<file path="config.mk">
export PLATFORM = sky130hd
export DESIGN_NAME = selfref_sequencer
export DESIGN_NICKNAME = d
export VERILOG_FILES = /design/src/rtl/selfref_pkg.sv /design/src/rtl/sr_delay_cnt.sv /design/src/rtl/sr_bank_track.sv /design/src/rtl/sr_cmd_enc.sv /design/src/rtl/selfref_sequencer.sv
export SDC_FILE = /design/constraint.sdc
export NUM_CORES = 1
export LEC_CHECK = 0
export BUFFER_PORTS_ARGS = -buffer_cell sky130_fd_sc_hd__buf_2
export CORE_MARGIN = 2
export CORE_UTILIZATION = 30
export DETAILED_ROUTE_END_ITERATION = 10
export HOLD_SLACK_MARGIN = 0.05
export PLACE_DENSITY = 0.52
export SYNTH_ARGS = -nofsm -noshare
export SYNTH_HDL_FRONTEND = slang
export SYNTH_SLANG_ARGS = --single-unit
</file>
<file path="constraint.sdc">
create_clock -name clk -period 2.67 [get_ports clk]
set_input_delay 0.267 -clock clk [delete_from_list [all_inputs] [get_ports clk]]
set_output_delay 0.267 -clock clk [all_outputs]
set_load 0.05 [all_outputs]
</file>
<file path="src/rtl/selfref_pkg.sv">
package selfref_pkg;

    typedef enum logic [2:0] {
        ST_IDLE,
        ST_PRE,
        ST_WAIT_RP,
        ST_SR_ENTER,
        ST_SELF,
        ST_EXIT
    } sr_state_e;

    typedef enum logic [1:0] {
        OP_NOP,
        OP_PRE_ALL,
        OP_AUTO_REF
    } seq_op_e;

    typedef struct packed {
        logic cs_n;
        logic ras_n;
        logic cas_n;
        logic we_n;
    } ddr_cmd_t;

    localparam ddr_cmd_t CMD_NOP      = 4'b0111;
    localparam ddr_cmd_t CMD_PRE_ALL  = 4'b0010;
    localparam ddr_cmd_t CMD_AUTO_REF = 4'b0001;

    // Round a picosecond limit up to whole clock periods.
    function automatic int unsigned ns_to_cycles(input int unsigned t_ps,
                                                 input int unsigned tck_ps);
        return (t_ps + tck_ps - 1) / tck_ps;
    endfunction

    function automatic int unsigned at_least_one(input int unsigned v);
        return (v < 1) ? 1 : v;
    endfunction

    function automatic int unsigned max3(input int unsigned a,
                                         input int unsigned b,
                                         input int unsigned c);
        int unsigned m;
        m = (a > b) ? a : b;
        return (m > c) ? m : c;
    endfunction

endpackage

</file>
<file path="src/rtl/sr_delay_cnt.sv">
module sr_delay_cnt #(
    parameter int unsigned W = 8
) (
    input  logic         clk,
    input  logic         rst,
    input  logic         load,
    input  logic [W-1:0] load_val,
    input  logic         count_en,
    output logic [W-1:0] remaining
);

    logic [W-1:0] cnt_q;

    always_ff @(posedge clk) begin
        if (rst) begin
            cnt_q <= '0;
        end else if (load) begin
            cnt_q <= load_val;
        end else if (count_en && (cnt_q != '0)) begin
            cnt_q <= cnt_q - 1'b1;
        end
    end

    assign remaining = cnt_q;

endmodule

</file>
<file path="src/rtl/sr_bank_track.sv">
module sr_bank_track (
    input  logic clk,
    input  logic rst,
    input  logic user_window,
    input  logic act_issued,
    input  logic pre_issued,
    input  logic seq_precharge,
    output logic banks_open
);

    logic open_q;

    always_ff @(posedge clk) begin
        if (rst) begin
            open_q <= 1'b0;
        end else if (seq_precharge || (user_window && pre_issued)) begin
            open_q <= 1'b0;
        end else if (user_window && act_issued) begin
            open_q <= 1'b1;
        end
    end

    assign banks_open = open_q;

endmodule

</file>
<file path="src/rtl/sr_cmd_enc.sv">
module sr_cmd_enc
    import selfref_pkg::*;
(
    input  seq_op_e    op,
    output logic [3:0] cmd_bus,
    output logic       addr_a10
);

    ddr_cmd_t enc;

    always_comb begin
        unique case (op)
            OP_PRE_ALL:  enc = CMD_PRE_ALL;
            OP_AUTO_REF: enc = CMD_AUTO_REF;
            default:     enc = CMD_NOP;
        endcase
    end

    assign cmd_bus  = enc;
    assign addr_a10 = (op == OP_PRE_ALL);

endmodule

</file>
<file path="src/rtl/selfref_sequencer.sv">
module selfref_sequencer
    import selfref_pkg::*;
#(
    parameter int unsigned TCK_PS   = 7500,
    parameter int unsigned TRP_PS   = 20000,
    parameter int unsigned TXSNR_PS = 75000,
    parameter int unsigned XSRD_CYC = 200
) (
    input  logic       clk,
    input  logic       rst,
    input  logic       enter_req,
    input  logic       exit_req,
    input  logic       clk_stable,
    input  logic       act_issued,
    input  logic       pre_issued,
    input  logic       pend_valid,
    input  logic       pend_is_read,
    output logic       cke,
    output logic [3:0] cmd_bus,
    output logic       addr_a10,
    output logic       ready_nonread,
    output logic       ready_read,
    output logic       stall
);

    localparam int unsigned TRP_CYC  = at_least_one(ns_to_cycles(TRP_PS, TCK_PS));
    localparam int unsigned XSNR_CYC = at_least_one(ns_to_cycles(TXSNR_PS, TCK_PS));
    localparam int unsigned XSRD_N   = at_least_one(XSRD_CYC);
    localparam int unsigned MAX_CYC  = max3(TRP_CYC, XSNR_CYC, XSRD_N);
    localparam int unsigned CW       = $clog2(MAX_CYC + 1);
    localparam int unsigned NWIN     = 2;
    localparam int unsigned WIN_LEN [NWIN] = '{XSNR_CYC, XSRD_N};

    sr_state_e   state_q, state_d;
    logic        exit_pend_q;
    logic        banks_open;
    logic        exit_go;
    logic        exit_start;
    logic        trp_last;
    logic [CW-1:0] trp_left;
    logic [NWIN-1:0] win_done;
    logic [NWIN-1:0] win_ready;
    seq_op_e     op;

    // ---------------- bank state ----------------
    sr_bank_track u_bank (
        .clk          (clk),
        .rst          (rst),
        .user_window  (state_q == ST_IDLE),
        .act_issued   (act_issued),
        .pre_issued   (pre_issued),
        .seq_precharge(state_q == ST_PRE),
        .banks_open   (banks_open)
    );

    // ---------------- precharge wait ----------------
    sr_delay_cnt #(.W(CW)) u_trp (
        .clk      (clk),
        .rst      (rst),
        .load     ((state_q == ST_IDLE) && enter_req && banks_open),
        .load_val (CW'(TRP_CYC)),
        .count_en ((state_q == ST_PRE) || (state_q == ST_WAIT_RP)),
        .remaining(trp_left)
    );

    assign trp_last = (trp_left <= CW'(1));

    // ---------------- exit request handling ----------------
    assign exit_go    = (exit_req || exit_pend_q) && clk_stable;
    assign exit_start = (state_q == ST_SELF) && exit_go;

    always_ff @(posedge clk) begin
        if (rst) begin
            exit_pend_q <= 1'b0;
        end else if (exit_start) begin
            exit_pend_q <= 1'b0;
        end else if (exit_req && ((state_q == ST_PRE) || (state_q == ST_WAIT_RP) ||
                                  (state_q == ST_SR_ENTER) || (state_q == ST_SELF))) begin
            exit_pend_q <= 1'b1;
        end
    end

    // ---------------- state machine ----------------
    always_comb begin
        state_d = state_q;
        unique case (state_q)
            ST_IDLE:     if (enter_req) state_d = banks_open ? ST_PRE : ST_SR_ENTER;
            ST_PRE:      state_d = trp_last ? ST_SR_ENTER : ST_WAIT_RP;
            ST_WAIT_RP:  if (trp_last) state_d = ST_SR_ENTER;
            ST_SR_ENTER: state_d = ST_SELF;
            ST_SELF:     if (exit_go) state_d = ST_EXIT;
            ST_EXIT:     if (win_done[NWIN-1]) state_d = ST_IDLE;
            default:     state_d = ST_IDLE;
        endcase
    end

    always_ff @(posedge clk) begin
        if (rst) state_q <= ST_IDLE;
        else     state_q <= state_d;
    end

    // ---------------- exit permission windows ----------------
    for (genvar g = 0; g < NWIN; g++) begin : g_win
        logic [CW-1:0] left;

        sr_delay_cnt #(.W(CW)) u_win (
            .clk      (clk),
            .rst      (rst),
            .load     (exit_start),
            .load_val (CW'(WIN_LEN[g])),
            .count_en (state_q == ST_EXIT),
            .remaining(left)
        );

        assign win_done[g]  = (left == '0);
        assign win_ready[g] = (state_q == ST_IDLE) ||
                              ((state_q == ST_EXIT) && win_done[g]);
    end

    // ---------------- pin drive ----------------
    always_comb begin
        unique case (state_q)
            ST_PRE:      op = OP_PRE_ALL;
            ST_SR_ENTER: op = OP_AUTO_REF;
            default:     op = OP_NOP;
        endcase
    end

    sr_cmd_enc u_enc (
        .op      (op),
        .cmd_bus (cmd_bus),
        .addr_a10(addr_a10)
    );

    assign cke           = !((state_q == ST_SR_ENTER) || (state_q == ST_SELF));
    assign ready_nonread = win_ready[0];
    assign ready_read    = win_ready[1];
    assign stall         = pend_valid && (pend_is_read ? !ready_read : !ready_nonread);

endmodule

</file>
==> results by group <==
Status
  • Status: finished, final reports clean

Clock tree
  • Clk buf depth: 2
  • Worst-path clk slew: 0.06 ns
  • Num CTS Buffers: 5
  • CTS Hold Bufs: 0
  • Post_cts resized: 0
  • Clk sink count: 29
  • Postcts setup bufs: 0
  • H-tree depth: 2
  • CTS tree: yes
  • Worst-skew pair later-pin latency: 0.27 ns
  • CTS root buf: clkbuf_8

Yosys
  • Ys async rst share: 0%
  • Synth top cells by count: dfxtp_1 (29), nor2_1 (14), a21oi_1 (11), xnor2_1 (11)
  • Most common cell in the netlist: dfxtp_1
  • Area contributors post-synth: dfxtp_1 (35%), xnor2_1 (5.8%), ha_1 (4.5%), a211oi_1 (3.6%), a21oi_1 (3.3%)
  • Synth Flop Type: dfxtp_1
  • Synthesized area: 1650 sq um
  • Cell taking the most area after synthesis: dfxtp_1
  • Ys Warns: 0
  • Synthesized area per cell: 9.32 sq um
  • Top-area cell type share of the netlist area: 35.2%
  • Syn nets: 192
  • Post-synth EDFFs: 0
  • Count of cell types in the netlist: 51
  • Seq cells post-synth: 29
  • Sequential-to-total area share from yosys stat: 35.2%
  • Cell count after synthesis: 177

STA
  • Final slew viol count: 0
  • Worst-Margin Slew: 0.641 ns
  • Final Hold Viols: 0
  • Period utilisation layout: 86.3%
  • Worst slew margin: 57.2%
  • Setup TNS: 0 ns
  • RSZ-0062 raised after global routing: no
  • Final setup fails: 0
  • Final Skew: 0.00548 ns
  • Crit path time final: 2.30 ns
  • Final WS setup: 0.366 ns
  • Fmax: 434 MHz

Global routing
  • Vias in the first global route: 1330
  • Pin count of the biggest net entering global routing: 19
  • Antenna violations before repair: 0
  • First-pass GRT wire length: 6.09 mm
  • Grt total ovfl: 0
  • GR Util All Layers: 12.3%

Critical path
  • Crit. Startpoint: g_win[1].u_win.remaining[0]$_SDFFE_PP0P_
  • Critical Path AT: 2.04 ns
  • Critical Path Sink Type: primary output
  • Worst endpoint required time: 2.40 ns
  • Worst r2r src: state_q[0]$_SDFFE_PP0P_
  • Worst Path Max Fanout: 8
  • Setup CP Type: flip-flop to primary output
  • Startpoint Class: flip-flop

Route
  • DR iter-0 viols: 30
  • Drt first pass iters: 4
  • DR vias/cell: 5.09
  • Wire length per cell: 12.7 microns
  • Vias: 1355
  • Routed wire length: 3.38 mm
  • Antenna viol nets, final: 0
  • DRC Markers: 0

Floorplanning
  • Starting Density: 30.5%
  • Full die area: 6110 sq um
  • IO Pins: 18
  • Core area: 5410 sq um
  • Die Span X: 78.2 microns
  • Cell Rows: 27
  • Die height: 78.2 microns

Power
  • Power per cell area: 866 nW/um^2
  • Static Leak: 0.000673 uW
  • Worst VDD drop: 0.405 mV

Finish
  • Share of layout cells above drive strength 1: 18.6%
  • # diodes: 0
  • Syn-to-layout area delta: 14.6%
  • NumNets Final: 208

Place
  • Pre-CTS WS: 0.665 ns
  • DPL Wire Length: 2.41 mm
  • PortBufs: 16
  • Gpl congestion: 0.808

Min path
  • Min-Delay Path Class: primary input to flip-flop
  • Min-delay src: pre_issued

Job
  • Max-cap violations: 0
## layout by cell type (no fill, tap or decap), types with 3 or more instances in the layout
master and instances:
xnor2_1 11, dfxtp_1 29, nor3_1 4, o2111ai_1 3, ha_1 6, nand2_1 9
a211oi_1 8, a21oi_1 11, nor4b_1 3, clkbuf_8 7, nand2b_1 6, a311oi_1 3
inv_1 9, or3_1 4, and4bb_2 3, buf_2 16, nor2_1 14, o31ai_1 3
## cell type report
cell class / count / area, sq um
tap: 72 / 90.1
inverter: 9 / 33.8
timing repair buffer: 17 / 87.6
clock inverter: 1 / 5.00
clock buffer: 7 / 96.3
multi-input combinational: 131 / 997
sequential: 29 / 581
fill: 579 / 3510
## metal layers
metal	vias to the layer above	track usage [%]	part of all wire (%)
met5	-	0	0
met1	616	17.0	52
met3	6	3.33	4.1
met2	31	18.4	42
met4	0	4.39	1.4
li1	702	-	-
## power breakdown
| part | switching, uW | total, uW | internal [uW] |
|---|---|---|---|
| Clock | 163 | 396 | 233 |
| Combinational | 427 | 667 | 239 |
| Sequential | 85.9 | 574 | 489 |
| Total | 677 | 1640 | 960 |
## through the flow
step                      instances  hold slack (ns)  utilization (%)  total power, uW  cell area (sq um)
after global routing            266            0.216             35.0             1760               1890
after detailed placement        258            0.470             33.1             1250               1790
after CTS                       266            0.173             35.0             1660               1890
final                           266            0.182             35.0             1640               1890
after floorplan                 177            0.357                -             1120               1670
after global placement          258            0.461             33.1             1250               1790
## kinds of logic after synthesis
family | synth area share, %
flops | 35.2
simple gates | 22.4
fa+ha+maj | 4.55
other cells | 0.227
compound gates | 25.5
xor+xnor | 6.90
buf+inv | 5.31
## state kept, by name, indices dropped and copies added, names as in the netlist
| signal | flops |
|---|---|
| g_win.u_win.remaining | 16 |
| u_bank.banks_open | 1 |
| exit_pend_q | 1 |
| state_q | 3 |
| u_trp.remaining | 8 |
## worst max-delay path: stages (launching register included)
cell	delay (ns)
dfxtp_1	0.32
inv_1	0.08
ha_1	0.14
nor4b_2	0.53
nand2_1	0.18
o21ai_2	0.18
o22ai_1	0.11
buf_2	0.22
## final timing paths
path | to | slack (ns) | cells after the start
max | stall | 0.37 | 7
min | u_bank.banks_open$_SDFFE_PP0P_ | 0.18 | 2
max reg2reg | u_trp.remaining[6]$_SDFFE_PP0P_ | 0.79 | 4
min reg2reg | exit_pend_q$_SDFFE_PP0P_ | 0.48 | 2
(Power assumes the default switching activity.)
